$ cat src/rtl/snapcnt_pkg.sv
package snapcnt_pkg;

    // byte offsets of the register port
    localparam int OFF_CTRL = 0;
    localparam int OFF_LO   = 4;
    localparam int OFF_HI   = 8;

    // command bit positions inside the control word
    localparam int BIT_CLEAR = 0;
    localparam int BIT_LATCH = 1;

    typedef enum logic [1:0] {
        SEL_NONE,
        SEL_CTRL,
        SEL_LO,
        SEL_HI
    } sel_e;

endpackage

$ cat src/rtl/snapcnt_decode.sv
module snapcnt_decode
    import snapcnt_pkg::*;
#(
    parameter int ADDR_W = 4,
    parameter int DATA_W = 32,
    parameter int NUM_WORDS = 2
) (
    input  logic              bus_we,
    input  logic [ADDR_W-1:0] bus_addr,
    input  logic [DATA_W-1:0] bus_wdata,
    output sel_e              sel,
    output logic              wr_ctrl,
    output logic [NUM_WORDS-1:0] wr_word,
    output logic              do_latch,
    output logic              do_clear
);

    always_comb begin
        sel = SEL_NONE;
        if (bus_addr == ADDR_W'(OFF_CTRL)) begin
            sel = SEL_CTRL;
        end else if (bus_addr == ADDR_W'(OFF_LO)) begin
            sel = SEL_LO;
        end else if (bus_addr == ADDR_W'(OFF_HI)) begin
            sel = SEL_HI;
        end
    end

    always_comb begin
        wr_ctrl  = bus_we && (sel == SEL_CTRL);
        do_latch = wr_ctrl && bus_wdata[BIT_LATCH];
        do_clear = wr_ctrl && bus_wdata[BIT_CLEAR];
        wr_word  = '0;
        wr_word[0] = bus_we && (sel == SEL_LO);
        wr_word[1] = bus_we && (sel == SEL_HI);
    end

endmodule

$ cat src/rtl/snapcnt_live.sv
module snapcnt_live #(
    parameter int CNT_W = 64
) (
    input  logic             clk,
    input  logic             rst_n,
    input  logic             tick_en,
    input  logic             do_clear,
    output logic [CNT_W-1:0] count
);

    typedef struct packed {
        logic [CNT_W-1:0] cnt;
    } live_t;

    live_t live_d, live_q;

    always_comb begin
        live_d = live_q;
        if (do_clear) begin
            live_d.cnt = '0;
        end else if (tick_en) begin
            live_d.cnt = live_q.cnt + CNT_W'(1);
        end
    end

    always_ff @(posedge clk or negedge rst_n) begin
        if (!rst_n) begin
            live_q <= '0;
        end else begin
            live_q <= live_d;
        end
    end

    assign count = live_q.cnt;

endmodule

$ cat src/rtl/snapcnt_regs.sv
module snapcnt_regs
    import snapcnt_pkg::*;
#(
    parameter int DATA_W = 32,
    parameter int NUM_WORDS = 2,
    localparam int CNT_W = DATA_W * NUM_WORDS
) (
    input  logic                 clk,
    input  logic                 rst_n,
    input  logic                 wr_ctrl,
    input  logic [NUM_WORDS-1:0] wr_word,
    input  logic                 do_latch,
    input  logic                 do_clear,
    input  logic [DATA_W-1:0]    wdata,
    input  logic [CNT_W-1:0]     live_cnt,
    output logic [DATA_W-1:0]    ctrl,
    output logic [CNT_W-1:0]     snap
);

    localparam logic [DATA_W-1:0] CMD_MASK =
        (DATA_W'(1) << BIT_CLEAR) | (DATA_W'(1) << BIT_LATCH);

    typedef struct packed {
        logic [DATA_W-1:0] ctrl;
        logic [CNT_W-1:0]  snap;
    } regs_t;

    regs_t regs_d, regs_q;

    always_comb begin
        regs_d = regs_q;
        if (wr_ctrl) begin
            regs_d.ctrl = wdata & ~CMD_MASK;
        end
        // capture first, clear second: clear wins when both are set
        if (do_latch) begin
            regs_d.snap = live_cnt;
        end
        if (do_clear) begin
            regs_d.snap = '0;
        end
        for (int w = 0; w < NUM_WORDS; w++) begin
            if (wr_word[w]) begin
                regs_d.snap[w*DATA_W +: DATA_W] = wdata;
            end
        end
    end

    always_ff @(posedge clk or negedge rst_n) begin
        if (!rst_n) begin
            regs_q <= '0;
        end else begin
            regs_q <= regs_d;
        end
    end

    assign ctrl = regs_q.ctrl;
    assign snap = regs_q.snap;

endmodule

$ cat src/rtl/snapcnt_top.sv
module snapcnt_top
    import snapcnt_pkg::*;
#(
    parameter int ADDR_W = 4,
    parameter int DATA_W = 32
) (
    input  logic              clk,
    input  logic              rst_n,
    input  logic              tick_en,
    input  logic              bus_we,
    input  logic [ADDR_W-1:0] bus_addr,
    input  logic [DATA_W-1:0] bus_wdata,
    output logic [DATA_W-1:0] bus_rdata
);

    localparam int NUM_WORDS = 2;
    localparam int CNT_W     = DATA_W * NUM_WORDS;

    sel_e                 sel;
    logic                 wr_ctrl;
    logic [NUM_WORDS-1:0] wr_word;
    logic                 do_latch;
    logic                 do_clear;
    logic [CNT_W-1:0]     live_cnt;
    logic [CNT_W-1:0]     snap_words;
    logic [DATA_W-1:0]    ctrl_word;
    logic [DATA_W-1:0]    word_view [NUM_WORDS];

    snapcnt_decode #(
        .ADDR_W(ADDR_W),
        .DATA_W(DATA_W),
        .NUM_WORDS(NUM_WORDS)
    ) u_decode (
        .bus_we   (bus_we),
        .bus_addr (bus_addr),
        .bus_wdata(bus_wdata),
        .sel      (sel),
        .wr_ctrl  (wr_ctrl),
        .wr_word  (wr_word),
        .do_latch (do_latch),
        .do_clear (do_clear)
    );

    snapcnt_live #(
        .CNT_W(CNT_W)
    ) u_live (
        .clk     (clk),
        .rst_n   (rst_n),
        .tick_en (tick_en),
        .do_clear(do_clear),
        .count   (live_cnt)
    );

    snapcnt_regs #(
        .DATA_W(DATA_W),
        .NUM_WORDS(NUM_WORDS)
    ) u_regs (
        .clk     (clk),
        .rst_n   (rst_n),
        .wr_ctrl (wr_ctrl),
        .wr_word (wr_word),
        .do_latch(do_latch),
        .do_clear(do_clear),
        .wdata   (bus_wdata),
        .live_cnt(live_cnt),
        .ctrl    (ctrl_word),
        .snap    (snap_words)
    );

    for (genvar g = 0; g < NUM_WORDS; g++) begin : g_view
        assign word_view[g] = snap_words[g*DATA_W +: DATA_W];
    end

    always_comb begin
        unique case (sel)
            SEL_CTRL: bus_rdata = ctrl_word;
            SEL_LO:   bus_rdata = word_view[0];
            SEL_HI:   bus_rdata = word_view[1];
            default:  bus_rdata = '0;
        endcase
    end

endmodule

$ cat config.mk
export PLATFORM = sky130hd
export DESIGN_NAME = snapcnt_top
export DESIGN_NICKNAME = d
export VERILOG_FILES = /design/src/rtl/snapcnt_pkg.sv /design/src/rtl/snapcnt_decode.sv /design/src/rtl/snapcnt_live.sv /design/src/rtl/snapcnt_regs.sv /design/src/rtl/snapcnt_top.sv
export SDC_FILE = /design/constraint.sdc
export NUM_CORES = 1
export LEC_CHECK = 0
export BUFFER_PORTS_ARGS = -buffer_cell sky130_fd_sc_hd__buf_2
export CORE_ASPECT_RATIO = 0.5
export CORE_UTILIZATION = 64
export CTS_CLUSTER_DIAMETER = 120
export DETAILED_ROUTE_END_ITERATION = 8
export PLACE_DENSITY_LB_ADDON = 0.25
export SYNTH_ARGS = -nofsm -noshare
export SYNTH_HDL_FRONTEND = slang
export SYNTH_SLANG_ARGS = --single-unit
$ cat constraint.sdc
create_clock -name clk -period 5.75 [get_ports clk]
set_input_delay 1.15 -clock clk [delete_from_list [all_inputs] [get_ports clk]]
set_output_delay 1.15 -clock clk [all_outputs]
set_load 0.05 [all_outputs]
==> summary.txt, run 1 <==
Timing
  • Final period utilization: 0.738
  • Fmax: about 0.24 GHz
  • Max Slew Vio Count: 0
  • Worst Max-Slew Pin Slew: 1270 ps
  • Crit path time final: 4240 ps
  • Final hold violations: 0
  • RSZ-0062 raised after global routing: no
  • Final TNS setup: 0 ps
  • Slew HR: 0.153
  • Clock Skews: 10.3 ps
  • Setup Viol. Count Final: 0

Placement
  • DP HPWL: 12200 µm
  • GPL Wtd Cong: 0.854
  • Input/output buffers: 71
  • Inst Count DP: 986

Worst setup path
  • Crit path kind: input pin to primary output
  • Crit path max-delay cell type: nor4b_4
  • CP arrival: just over 3000 ps
  • Worst setup EP type: primary output
  • Critical-path cell list: buf_2 > nor4b_4 > buf_4 > a22oi_1 > nand2_1 > buf_2
  • Largest stage delay, worst path: 860 ps
  • Crit-path max FO: 20
  • Critical path startpoint category: input pin
  • R2R depth: 6
  • CP most frequent cell: buf_2
  • RR Endpoint: u_live.count[50]
  • R2r startpoint: u_live.count[0]
  • Worst reg2reg setup slack: 2760 ps
  • Req. time, crit path: 4600 ps

Power
  • P_sw: 772 µW
  • Total power draw: between 2000 and 3000 µW
  • Pleak: 0.00414 µW
  • Sequential power share: 0.484
  • Comb power frac: 0.127
  • Sw Ratio: 0.266
  • Peak supply drop: about 0.00019 V
  • Cell Pwr Density: 332 nW/µm²
  • Pint: 2130 µW
  • Clock network fraction of total power: 0.390

Synth
  • Share of flip-flops with an asynchronous set or reset: 1.00
  • Synth Register Bits: 158
  • Yosys Warn Count: 0
  • Syn Std Cell Area: 7700 µm²
  • Top cell type's share of synthesized area: 0.513
  • Largest area contributor in the synthesized netlist: dfrtp_1
  • Synth unique cells: 42
  • Number of synthesized flops with an enable pin: 0
  • Gate Count Post-Synth: 798
  • Synth area leaders: dfrtp_1 (51%), nand2_1 (7.0%), a22oi_1 (5.9%), mux2_2 (4.4%), nor2_1 (4.0%)
  • Post-Syn Nets: 839
  • Post-synthesis sequential area ratio: 0.513
  • Most used flip-flop cell after synthesis: dfrtp_1
  • Mean post-synth cell area: roughly 9.7 µm²

Floorplan
  • Die area: approximately 13000 µm²
  • Initial core utilization: 0.679
  • # IOs: 72
  • FP Rows: 27
  • Die H: 79.6 µm
  • Core Box Area: 11400 µm²
  • X dimension of the die: 157 µm

Finish
  • Multi-input gate area: 3540 µm²
  • Fillers: ~800
  • Layout cells sized above 1: 0.184
  • Nets: about 890
  • Final Instance Count excl. Fillers: a little over 1000
  • Core Util, Final: 0.771
  • Ant diodes: 0
  • Synth-to-layout area growth: 13.6%
  • Reg area: 3950 µm²

Global routing
  • First-pass GRT wire length: around 32000 µm
  • Number of global-route vias before repair: 6400
  • Largest net degree at the start of global routing: 70
  • Overall routing resource usage: 0.338
  • Antenna violations before repair: 1
  • Gr ovfl total: 0

CTS
  • Worst-path clk slew: 60 ps
  • Skew-Pair Late Insertion Delay: 420 ps
  • CTS Buf Count: 17
  • H-tree depth: 4
  • CTS tree: done
  • Hold-fix buffers, CTS: 0
  • Clock root cell: clkbuf_16
  • CTS max path bufs: 2
  • TritonCTS Sinks: between 150 and 200
  • Post-CTS Resized: 0
  • Post-CTS Setup Inserts: 0

Routing
  • Drt first-iter violations: 598
  • Vias: between 6000 and 7000
  • Avg WL per Cell: 19.4 µm
  • Detailed Route WL: between 15000 and 20000 µm
  • DRC: 0
  • Via-to-Cell Ratio: between 6 and 7
  • Initial DRT Pass Iterations: 5
  • ANT nets after route: 0

Status
  • Status: finished, final reports clean

Hold path
  • Hold depth: 1
  • Hold path endpoint: u_regs.ctrl[27]
  • HP Start: u_regs.ctrl[27]
  • HP Class: flop to flop

Flow run
  • Maxcap violations: 0
==> logic make-up (layout without fill, tap and decap cells) <==
| logic type | Yosys count | in the layout | share of synthesized area |
|---|---|---|---|
| AOI/OAI and AO/OA | 185 | 185 | 0.160 |
| muxes | 31 | 31 | 0.0452 |
| DFF | 158 | 158 | 0.513 |
| adders and majority gates | 1 | 1 | 0.00162 |
| and+or+nand+nor | 328 | 328 | 0.208 |
| buffers and inverters | 60 | 119 | 0.0320 |
| xor gates and xnor gates | 35 | 35 | 0.0398 |
==> layout by cell type, fill, tap and decap left out, types with 3 or more instances in the layout <==
| master | count |
|---|---|
| nor2_1 | 82 |
| a221oi_1 | 4 |
| nor3_1 | 3 |
| nor4_4 | 4 |
| a21oi_1 | 59 |
| xnor2_1 | 7 |
| or3_1 | 25 |
| o21ai_0 | 23 |
| nand4_1 | 21 |
| xor2_1 | 28 |
| and4_1 | 5 |
| bufinv_16 | 3 |
| o31ai_1 | 4 |
| inv_1 | 6 |
| clkinvlp_4 | 3 |
| and3_1 | 5 |
| buf_4 | 12 |
| a22oi_1 | 61 |
| nand2_1 | 142 |
| dfrtp_1 | 158 |
| nand3_1 | 20 |
| a22o_1 | 3 |
| buf_2 | 70 |
| a32oi_1 | 27 |
| mux2_2 | 30 |
| or4_1 | 4 |
| clkbuf_16 | 17 |
==> cell type report <==
cell class              count  area share
flip-flops and latches    158       0.452
multi-input cells         580       0.404
repair buffers             83      0.0516
clock buffers              20      0.0510
well taps                 159      0.0227
clock inverters            10      0.0160
inverters                   6     0.00257
==> per-layer routing <==
layer,global-route usage,vias to the layer above,part of all wire
met5,0,-,0
li1,-,2971,-
met2,0.560,291,0.48
met4,0.0913,0,0.010
met1,0.455,3381,0.43
met3,0.0749,18,0.080
==> worst max-delay path by stage <==
| stage | endpoint | startpoint | slack [ps] | cells past startpoint |
|---|---|---|---|---|
| 2_1_floorplan | bus_rdata[15] | bus_addr[3] | 2180 | 4 |
| 3_3_place_gp | bus_rdata[28] | bus_addr[3] | 1650 | 6 |
| 3_5_place_dp | bus_rdata[22] | bus_addr[3] | 1540 | 6 |
| 4_1_cts | bus_rdata[30] | bus_addr[3] | 1530 | 6 |
| 5_1_grt | bus_rdata[22] | bus_addr[3] | 1440 | 6 |
| 6_report | bus_rdata[22] | bus_addr[3] | 1510 | 6 |
==> flip-flops by register name, summed over array words and instances (netlist names) <==
| name | count |
|---|---|
| u_regs.ctrl | 30 |
| u_regs.snap | 64 |
| u_live.count | 64 |
==> stage by stage <==
step	worst slack (ps)	hold slack (ps)	cell area, µm²
2_1_floorplan	2180	462	7700
3_3_place_gp	1650	483	8170
3_5_place_dp	1540	493	8170
4_1_cts	1530	508	8750
5_1_grt	1440	514	8750
6_report	1510	504	8750
==> cells in the mapped netlist, types with 3 or more instances <==
library cell	n
a22oi_1	61
a221oi_1	4
and4_1	5
buf_2	5
nor3_1	3
or3_1	25
buf_1	4
a21oi_1	59
nor4_4	3
nand2_1	143
nand3_1	20
a32oi_1	27
nor2_1	82
xnor2_1	7
or4_1	4
mux2_2	30
o31ai_1	4
o21ai_0	23
and3_1	6
clkbuf_1	43
nand4_1	21
dfrtp_1	158
xor2_1	28
a22o_1	3
inv_1	6
==> power groups by stage <==
stage          Combinational (µW)  Clock, µW  Sequential [µW]
2_1_floorplan                 268          0             1380
3_3_place_gp                  347          0             1410
3_5_place_dp                  368          0             1420
4_1_cts                       371       1140             1400
5_1_grt                       409       1190             1420
6_report                      368       1130             1400
==> worst max-delay path: cells and delay by family <==
kind	cells	cell delay (ps)
buffers and inverters	3	820
AOI/OAI and AO/OA	1	150
and+or+nand+nor	2	950
(Power assumes the default switching activity.)
==> run 2: changes to the inputs <==
--- a/config.mk
+++ b/config.mk
@@ -7,7 +7,7 @@
 export LEC_CHECK = 0
 export BUFFER_PORTS_ARGS = -buffer_cell sky130_fd_sc_hd__buf_2
 export CORE_ASPECT_RATIO = 0.5
-export CORE_UTILIZATION = 64
+export CORE_UTILIZATION = 54
 export CTS_CLUSTER_DIAMETER = 120
 export DETAILED_ROUTE_END_ITERATION = 8
 export PLACE_DENSITY_LB_ADDON = 0.25
==> constraint.sdc (replaced) <==
create_clock -name clk -period 3.6 [get_ports clk]
set_input_delay 0.72 -clock clk [delete_from_list [all_inputs] [get_ports clk]]
set_output_delay 0.72 -clock clk [all_outputs]
set_load 0.05 [all_outputs]
==> summary.txt, run 2 (synthesized netlist as in run 1, its figures left out) <==
Status
  • Status: finished, final reports clean (unchanged)

Worst setup path
  • Crit path kind: input pin to primary output (unchanged)
  • Critical path startpoint category: input pin (unchanged)
  • RR Endpoint: u_live.count[43] (was u_live.count[50])
  • Worst Setup EP: bus_rdata[21] (was bus_rdata[22])
  • Req. time, crit path: 2880 ps (was 4600 ps)
  • R2R depth: 5 (was 6)
  • Worst reg2reg setup slack: 1030 ps (was 2760 ps)
  • CP arrival: 2120 ps (was 3090 ps)
  • Worst setup EP type: primary output (unchanged)
  • Crit-path max FO: 34 (was 20)
  • R2r startpoint: u_live.count[17] (was u_live.count[0])
  • Worst Setup SP: bus_addr[3] (unchanged)

Placement
  • Input/output buffers: 71 (unchanged)
  • GPL Wtd Cong: 0.817 (was 0.854)
  • DP HPWL: 12300 µm (was 12200 µm)

Finish
  • Most frequent cells in the layout: dfrtp_1 (158), nand2_1 (142), nor2_1 (82), buf_2 (70), a22oi_1 (61) (unchanged)
  • Fillers: 1087 (was 795)
  • Core Util, Final: 0.645 (was 0.771)
  • Layout cells sized above 1: 0.196 (was 0.184)
  • Nets: 896 (was 887)
  • Synth-to-layout area growth: 15.1% (was 13.6%)
  • Ant diodes: 0 (unchanged)
  • Most common cell after layout, fill and taps aside: dfrtp_1 (unchanged)

Timing
  • Final TNS setup: 0 ps (unchanged)
  • Slew HR: 0.553 (was 0.153)
  • RSZ-0062 raised after global routing: no (unchanged)
  • Worst Max-Slew Pin Slew: 671 ps (was 1270 ps)
  • Setup Viol. Count Final: 0 (unchanged)
  • Clock Skews: 8.05 ps (was 10.3 ps)
  • Final hold violations: 0 (unchanged)
  • Fmax: between 0.3 and 0.4 GHz
  • Crit path time final: ~2800 ps
  • Final period utilization: 0.789
  • Max Slew Vio Count: 0 (unchanged)

Routing
  • ANT nets after route: 0 (unchanged)
  • Via-to-Cell Ratio: 6.06 (was 6.56)
  • DRC: 0 (unchanged)
  • Drt first-iter violations: 568 (was 598)
  • Initial DRT Pass Iterations: 5 (unchanged)
  • Vias: 6419 (was 6661)
  • Avg WL per Cell: 18.0 µm (was 19.4 µm)
  • Detailed Route WL: 19100 µm (was 19700 µm)

Floorplan
  • Initial core utilization: 0.561 (was 0.679)
  • FP Rows: 30 (was 27)
  • Die area: 14800 µm² (was 12500 µm²)
  • # IOs: 72 (unchanged)
  • X dimension of the die: 171 µm (was 157 µm)
  • Die H: 86.5 µm (was 79.6 µm)
  • Core Box Area: 13700 µm² (was 11400 µm²)

Global routing
  • Largest net degree at the start of global routing: 74 (was 70)
  • First-pass GRT wire length: 31100 µm (was 32200 µm)
  • Overall routing resource usage: 0.273 (was 0.338)
  • Antenna violations before repair: 0 (was 1)
  • Gr ovfl total: 0 (unchanged)
  • Number of global-route vias before repair: 5983 (was 6400)

Power
  • Cell Pwr Density: 516 nW/µm² (was 332 nW/µm²)
  • Peak supply drop: 0.000252 V (was 0.000189 V)
  • P_sw: 1260 µW (was 772 µW)
  • Pleak: 0.00418 µW (was 0.00414 µW)
  • Comb power frac: 0.126 (was 0.127)
  • Pint: 3320 µW (was 2130 µW)
  • Sequential power share: 0.487 (was 0.484)
  • Total power draw: 4570 µW (was 2900 µW)
  • Sw Ratio: 0.275 (was 0.266)
  • Clock network fraction of total power: 0.387 (was 0.390)

CTS
  • CTS tree: done (unchanged)
  • Post-CTS Resized: 0 (unchanged)
  • TritonCTS Sinks: 158 (unchanged)
  • Skew-Pair Late Insertion Delay: 410 ps (was 420 ps)
  • H-tree depth: 4 (unchanged)
  • Post-CTS Setup Inserts: 0 (unchanged)
  • Hold-fix buffers, CTS: 0 (unchanged)
  • Worst-path clk slew: 70 ps (was 60 ps)
  • CTS max path bufs: 2 (unchanged)
  • CTS Buf Count: 17 (unchanged)
  • Clock root cell: clkbuf_16 (unchanged)

Hold path
  • HP Class: input pin to async pin (was flop to flop)

Flow run
  • Maxcap violations: 0 (unchanged)
run 2: cell types whose count changed in the layout (fill, tap and decap cells not counted), sizes merged:
cell      delta
buf          +9
bufinv       -2
clkbuf       +1
clkinv       -1
clkinvlp     +2
inv          +2
run 2: final cells by class:
type / instances / area, µm² / area share
Clock inverter: 11 / 108 / 0.0121
Clock buffer: 21 / 470 / 0.0531
Timing Repair Buffer: 92 / 532 / 0.0600
Tap cell: 192 / 240 / 0.0271
Sequential cell: 158 / 3950 / 0.446
Inverter: 6 / 22.5 / 0.00254
Multi-Input combinational cell: 580 / 3540 / 0.399
run 2: how the worst min path moves through the flow:
stage	start	to	slack [ps]	depth (start not counted)
after floorplan	rst_n	u_live.count[0]	420	0
after global placement	u_live.count[63]	u_regs.snap[63]	480	2
after detailed placement	u_regs.ctrl[26]	u_regs.ctrl[26]	490	1
after CTS	rst_n	u_regs.ctrl[10]	340	1
after global routing	rst_n	u_regs.snap[10]	370	1
final	rst_n	u_regs.snap[10]	320	1
run 2: per-layer routing:
| metal | track usage | up-vias | routed length, µm |
|---|---|---|---|
| met5 | 0 | - | 0 |
| met4 | 0.0593 | 0 | 82 |
| met3 | 0.0502 | 11 | 1120 |
| met2 | 0.426 | 195 | 8780 |
| met1 | 0.400 | 3230 | 9110 |
| li1 | - | 2983 | - |
run 2: power groups by stage:
| stage | logic, µW | clock network, µW | registers [µW] |
|---|---|---|---|
| final | 577 | 1770 | 2230 |
| after detailed placement | 581 | 0 | 2250 |
| after global routing | 640 | 1870 | 2250 |
| after CTS | 584 | 1780 | 2220 |
| after global placement | 560 | 0 | 2240 |
| after floorplan | 428 | 0 | 2200 |
run 2: critical path, stage by stage:
cell and delay, ps:
buf_2 140, nor4b_4 260, buf_4 440, a22oi_1 180, nand2_1 100, buf_2 260
run 2: metrics by stage:
| step | std cells | worst slack (ps) | cell area, µm² | hold slack (ps) |
|---|---|---|---|---|
| 2_1_floorplan | 798 | 887 | 7700 | 424 |
| 3_3_place_gp | 1028 | 814 | 8290 | 484 |
| 3_5_place_dp | 1028 | 762 | 8290 | 494 |
| 4_1_cts | 1060 | 761 | 8870 | 344 |
| 5_1_grt | 1060 | 689 | 8870 | 370 |
| 6_report | 1060 | 760 | 8870 | 316 |
